[src/rtl/scan_link_pkg.sv]
package scan_link_pkg;
  localparam int AXIS_W = 16;
  localparam int WORD_W = 2 * AXIS_W;
  localparam int IDX_W  = $clog2(WORD_W);
  localparam logic [IDX_W-1:0] LAST_IDX = IDX_W'(WORD_W - 1);

  typedef logic [WORD_W-1:0] word_t;
  typedef logic [IDX_W-1:0]  idx_t;
endpackage

[src/rtl/sl_timing.sv]
module sl_timing
  import scan_link_pkg::*;
#(
  parameter int HALF_DIV = 2
) (
  input  logic clk,
  input  logic rst_n,
  output logic sclk,
  output logic rise_ev,
  output logic fall_ev,
  output idx_t cur_bit,
  output idx_t nxt_bit
);
  localparam int HCNT_W = $clog2(HALF_DIV + 1);
  localparam logic [HCNT_W-1:0] HCNT_TOP = HCNT_W'(HALF_DIV - 1);

  logic [HCNT_W-1:0] hcnt_q, hcnt_d;
  logic              sclk_q, sclk_d;
  idx_t              bit_q, bit_d;
  logic              tick;

  always_comb begin
    tick    = (hcnt_q == HCNT_TOP);
    rise_ev = tick & ~sclk_q;
    fall_ev = tick & sclk_q;
    hcnt_d  = tick ? '0 : hcnt_q + 1'b1;
    sclk_d  = tick ? ~sclk_q : sclk_q;
    nxt_bit = (bit_q == LAST_IDX) ? '0 : bit_q + 1'b1;
    bit_d   = rise_ev ? nxt_bit : bit_q;
  end

  always_ff @(posedge clk or negedge rst_n) begin
    if (!rst_n) begin
      hcnt_q <= '0;
      sclk_q <= 1'b0;
      bit_q  <= LAST_IDX;
    end else begin
      hcnt_q <= hcnt_d;
      if (tick)    sclk_q <= sclk_d;
      if (rise_ev) bit_q  <= bit_d;
    end
  end

  assign sclk    = sclk_q;
  assign cur_bit = bit_q;
endmodule

[src/rtl/sl_tx_path.sv]
module sl_tx_path
  import scan_link_pkg::*;
(
  input  logic              clk,
  input  logic              rst_n,
  input  logic              wr,
  input  logic [AXIS_W-1:0] x_in,
  input  logic [AXIS_W-1:0] y_in,
  input  logic              rise_ev,
  input  idx_t              nxt_bit,
  output logic              sdo,
  output logic              sync_n
);
  word_t             pend_q;
  logic [WORD_W-2:0] sh_q, sh_d;
  logic              sdo_q, sdo_d;
  logic              sync_q, sync_d;
  logic              start;

  always_comb begin
    start  = (nxt_bit == '0);
    sync_d = (nxt_bit != LAST_IDX);
    if (start) begin
      sdo_d = pend_q[WORD_W-1];
      sh_d  = pend_q[WORD_W-2:0];
    end else begin
      sdo_d = sh_q[WORD_W-2];
      sh_d  = {sh_q[WORD_W-3:0], 1'b0};
    end
  end

  always_ff @(posedge clk or negedge rst_n) begin
    if (!rst_n) begin
      pend_q <= '0;
      sh_q   <= '0;
      sdo_q  <= 1'b0;
      sync_q <= 1'b1;
    end else begin
      if (wr) pend_q <= {x_in, y_in};
      if (rise_ev) begin
        sh_q   <= sh_d;
        sdo_q  <= sdo_d;
        sync_q <= ~sync_d;
      end
    end
  end

  assign sdo    = sdo_q;
  assign sync_n = sync_q;
endmodule

[src/rtl/sl_rx_path.sv]
module sl_rx_path
  import scan_link_pkg::*;
(
  input  logic  clk,
  input  logic  rst_n,
  input  logic  sdi,
  input  logic  fall_ev,
  input  idx_t  cur_bit,
  output logic  valid,
  output word_t data
);
  logic [WORD_W-2:0] sh_q, sh_d;
  word_t             data_q, data_d;
  logic              valid_d, valid_q;
  logic              last;

  always_comb begin
    last    = (cur_bit == LAST_IDX);
    sh_d    = {sh_q[WORD_W-3:0], sdi};
    data_d  = {sh_q, sdi};
    valid_d = fall_ev & last;
  end

  always_ff @(posedge clk or negedge rst_n) begin
    if (!rst_n) begin
      sh_q    <= '0;
      data_q  <= '0;
      valid_q <= 1'b0;
    end else begin
      valid_q <= valid_d;
      if (fall_ev) sh_q   <= sh_d;
      if (valid_d) data_q <= data_d;
    end
  end

  assign valid = valid_q;
  assign data  = data_q;
endmodule

[src/rtl/scan_duplex_link.sv]
module scan_duplex_link
  import scan_link_pkg::*;
#(
  parameter int HALF_DIV = 2
) (
  input  logic              clk,
  input  logic              rst_n,
  input  logic              tx_wr,
  input  logic [AXIS_W-1:0] tx_x,
  input  logic [AXIS_W-1:0] tx_y,
  input  logic              sdi,
  output logic              sclk,
  output logic              sync_n,
  output logic              sdo,
  output logic              rx_valid,
  output logic [WORD_W-1:0] rx_data
);
  logic [1:0] rsync_q;
  logic       rst_sync_n;
  logic       rise_ev, fall_ev;
  idx_t       cur_bit, nxt_bit;

  always_ff @(posedge clk or negedge rst_n) begin
    if (!rst_n) rsync_q <= 2'b00;
    else        rsync_q <= {rsync_q[0], 1'b1};
  end
  assign rst_sync_n = rsync_q[1];

  sl_timing #(.HALF_DIV(HALF_DIV)) u_timing (
    .clk     (clk),
    .rst_n   (rst_sync_n),
    .sclk    (sclk),
    .rise_ev (rise_ev),
    .fall_ev (fall_ev),
    .cur_bit (cur_bit),
    .nxt_bit (nxt_bit)
  );

  sl_tx_path u_tx (
    .clk     (clk),
    .rst_n   (rst_sync_n),
    .wr      (tx_wr),
    .x_in    (tx_x),
    .y_in    (tx_y),
    .rise_ev (rise_ev),
    .nxt_bit (nxt_bit),
    .sdo     (sdo),
    .sync_n  (sync_n)
  );

  sl_rx_path u_rx (
    .clk     (clk),
    .rst_n   (rst_sync_n),
    .sdi     (sdi),
    .fall_ev (fall_ev),
    .cur_bit (cur_bit),
    .valid   (rx_valid),
    .data    (rx_data)
  );
endmodule

[config.mk]
export PLATFORM = sky130hd
export DESIGN_NAME = scan_duplex_link
export DESIGN_NICKNAME = d
export VERILOG_FILES = /design/src/rtl/scan_link_pkg.sv /design/src/rtl/sl_timing.sv /design/src/rtl/sl_tx_path.sv /design/src/rtl/sl_rx_path.sv /design/src/rtl/scan_duplex_link.sv
export SDC_FILE = /design/constraint.sdc
export NUM_CORES = 1
export LEC_CHECK = 0
export ABC_AREA = 1
export BUFFER_PORTS_ARGS = -buffer_cell sky130_fd_sc_hd__buf_2
export CORE_MARGIN = 4
export CORE_UTILIZATION = 35
export DETAILED_ROUTE_END_ITERATION = 16
export GPL_TIMING_DRIVEN = 1
export SYNTH_ARGS = -nofsm -noshare
export SYNTH_HDL_FRONTEND = slang
export SYNTH_SLANG_ARGS = --single-unit
[constraint.sdc]
create_clock -name clk -period 5.85 [get_ports clk]
set_input_delay 0.2925 -clock clk [delete_from_list [all_inputs] [get_ports clk]]
set_output_delay 0.2925 -clock clk [all_outputs]
set_load 0.05 [all_outputs]
==> flow_summary_export.csv <==
group,metric,value,unit
synth,synthXorXnorAreaFrac,0,
synth,yosys-mux-area-fraction,0.00196,
die,core_area,15900,sq um
setup_path,endpoint_kind,"register",
layout,nNetsFinal,757,
power_and_ir_drop,p_leak,0.00349,uW
job,cap_violations,0,
power_and_ir_drop,powerDensity,303,nW/um^2
cts,h-tree-depth,4,
outcome,outcome,"finished clean",
cts,clkTransAtPathRegs,60,ps
setup_path,crit_path_frequent_cell,"nand2_1",
cts,numCtsBuffers,17,
synth,syn-mean-instance-area,8.67,sq um
layout,diodes,0,
drt,drt-initial-drc-count,296,
timing,rsz0062_at_grt,"false",
power_and_ir_drop,power.internal,1590,uW
setup_path,crit_arrival,3270,ps
synth,synth-compound-area-share,0.0871,
layout,fin_cells,948,
synth,ys.flop_type,"dfrtp_1",
drt,drtPass1Iterations,4,
setup_path,path_class,"reg2reg",
drt,viasPerCell,4.38,
cts,post_cts_buffers,0,
die,die-area,18500,sq um
synth,synth_edf_count,0,
drt,antenna_left,0,
die,pin_count,72,
cts,tritoncts,"built",
synth,netlist_instances,661,
timing,period_share,0.500,
setup_path,cp_top_family,"simple AND/OR/NAND/NOR gates",
placement,dp.cells,915,
synth,synth_top_cell_area_share,0.581,
timing,max_freq,342,MHz
power_and_ir_drop,p_clk_frac,0.485,
synth,ys_top_cells_by_area,"dfrtp_1 58%, nand2_1 13%, o21ai_0 7.3%",
die,core.rowCount,46,
cts,cts.path.max_buffers,2,
drt,via_count,4153,
drt,drc_errors,0,
power_and_ir_drop,p_seq_frac,0.486,
placement,io_buffer_count,71,
synth,yosys.area_share.simple,0.205,
synth,netlist_top_cells_count,"205 x nand2_1, 133 x dfrtp_1, 100 x inv_1, 84 x o21ai_0, 65 x nand3_1",
global_routing,gr-total-overflow,0,
timing,fin_setup_tns,0,ps
timing,max-slew-margin-rel,0.253,
setup_path,worstPathMaxFanout,32,
layout,n_fill_cell,1588,
synth,synth.distinct_cells,24,
power_and_ir_drop,swShare,0.227,
die,initial_core_util,0.360,
die,fp.dieH,136,um
global_routing,grt_pass1_wl,18700,um
synth,yosysTopAreaCell,"dfrtp_1",
die,dieWidth,136,um
synth,ys_seq_area_frac,0.608,
hold_path,hold_class,"in2reg",
global_routing,grt_pass1_vias,3924,
synth,synth_fa_ha_area_frac,0.00436,
timing,fin_crit,2920,ps
layout,syn2layout_area_growth,18.4,%
cts,cts-root-buf,"clkbuf_16",
timing,setup_viol,0,
global_routing,antenna_found_initial,0,
power_and_ir_drop,p_comb_frac,0.029,
setup_path,slowest_stage,"nor2_4",
synth,postSynth.asyncResetShare,1.00,
placement,dp_hpwl,6580,um
synth,syn_area,5730,sq um
setup_path,crit_buf_inv,1,
cts,hold_buffers,1,
synth,yosys_warnings,0,
power_and_ir_drop,vdd_drop_max,0.195,mV
timing,hold_violations,0,
timing,tightest_slew,1120,ps
setup_path,cp_cell_sequence,"ha_1 -> nand2_1 -> nor2_1 -> ha_1 -> inv_2 -> nand2_1 -> nand3_1 -> nor2_4 -> nand2_2 -> nand2_1 -> nand3_1 -> nand2_1",
layout,drive_above_1_share,0.161,
timing,fin_skew,12.5,ps
cts,clock_latency,420,ps
setup_path,crit_required,6200,ps
timing,drv_slew,0,
power_and_ir_drop,power.switching,467,uW
synth,ys_ff_latch,139,
setup_path,cp-start-kind,"register",
placement,gp_congestion,0.726,
global_routing,grt_usage,0.125,
cts,cts.sinks,139,
drt,drt-total-wl,10800,um
cts,cts_resized,0,
drt,wl_per_cell,11.4,um
synth,syn-num-nets,699,
synth,synth_top_family_by_area,"simple AND/OR/NAND/NOR gates",
global_routing,grt_start_max_net_pins,74,
setup_path,max_stage_delay,600,ps
synth,yosysMostFrequentCell,"nand2_1",
## routing by layer
metal | track usage | wire length, um
met3 | 0.0407 | 563
met5 | 0 | 0
met1 | 0.173 | 5410
met2 | 0.187 | 4680
met4 | 0.0420 | 123
## power groups by stage
stage | Clock, uW | Combinational, uW | Sequential (uW)
floorplan | 0 | 29.0 | 1020
global placement | 0 | 59.5 | 1020
detailed placement | 0 | 60.2 | 1020
CTS | 1030 | 61.0 | 1000
global route | 1070 | 70.7 | 1010
finish | 999 | 58.9 | 1000
## worst min-delay path, cell delays in order
cell	delay, ps
buf_2	70
nand2_1	40
o21ai_0	60
## worst paths after layout
path	from	end	slack (ps)	cells after the start
worst max register to register	u_timing.cur_bit[1]$_DFFE_PN1P_	u_tx.sh_q[22]$_DFFE_PN0P_	2930	12
max in group asynchronous	rsync_q[1]$_DFF_PN0_	u_tx.sh_q[20]$_DFFE_PN0P_	4030	1
worst max-delay path	u_timing.cur_bit[1]$_DFFE_PN1P_	u_tx.sh_q[22]$_DFFE_PN0P_	2930	12
min in group asynchronous	rst_n	rsync_q[0]$_DFF_PN0_	200	2
worst min register to register	rsync_q[0]$_DFF_PN0_	rsync_q[1]$_DFF_PN0_	350	0
worst min-delay path	tx_x[10]	u_tx.pend_q[26]$_DFFE_PN0P_	80	3
## area by class of cell
| type | count | area (sq um) | share of cell area |
|---|---|---|---|
| sequential | 139 | 3490 | 0.514 |
| timing repair buffer | 74 | 380 | 0.0560 |
| inverter | 102 | 383 | 0.0564 |
| clock inverter | 13 | 118 | 0.0173 |
| tap | 216 | 270 | 0.0398 |
| clock buffer | 19 | 433 | 0.0638 |
| multi-input combinational | 385 | 1710 | 0.252 |
## stage by stage
stage | instance area (sq um) | hold WS, ps | util | setup slack (ps) | power (uW)
6_report | 6790 | 78.7 | 0.426 | 2930 | 2060
5_1_grt | 6790 | 70.6 | 0.426 | 2570 | 2150
4_1_cts | 6790 | 54.4 | 0.426 | 2880 | 2090
3_5_place_dp | 6230 | 89.9 | 0.391 | 2930 | 1080
3_3_place_gp | 6230 | 86.8 | 0.391 | 2910 | 1080
2_1_floorplan | 5730 | -3.09 | - | 1700 | 1050
## cells in the final DEF (no fill, tap or decap), types with 3 or more instances in the layout
master and n:
nand2_1 205, dfrtp_1 132, inv_1 100, o21ai_0 84, buf_2 71, nand3_1 65, clkbuf_16 17, o21ai_1 13
dfstp_2 6, clkinvlp_4 5, nor2_1 4, inv_6 4, clkinv_2 3
## cell families after synthesis
kind of cell,Yosys count
AND/OR/NAND/NOR,282
flip-flops,139
multiplexers,1
AO/OA/AOI/OAI,99
adder cells (fa/ha/maj),2
other,1
buffers and inverters,137
## flip-flops by register name (all words and copies together) (netlist names)
| name | flops |
|---|---|
| rsync_q | 2 |
| u_tx.sync_n | 1 |
| u_tx.pend_q | 32 |
| u_tx.sdo | 1 |
| u_rx.valid | 1 |
| u_rx.sh_q | 31 |
| u_rx.data | 32 |
| u_timing.hcnt_q | 2 |
| u_tx.sh_q | 31 |
| u_timing.cur_bit | 5 |
| u_timing.sclk | 1 |
Power figures use the tool's default switching activity.
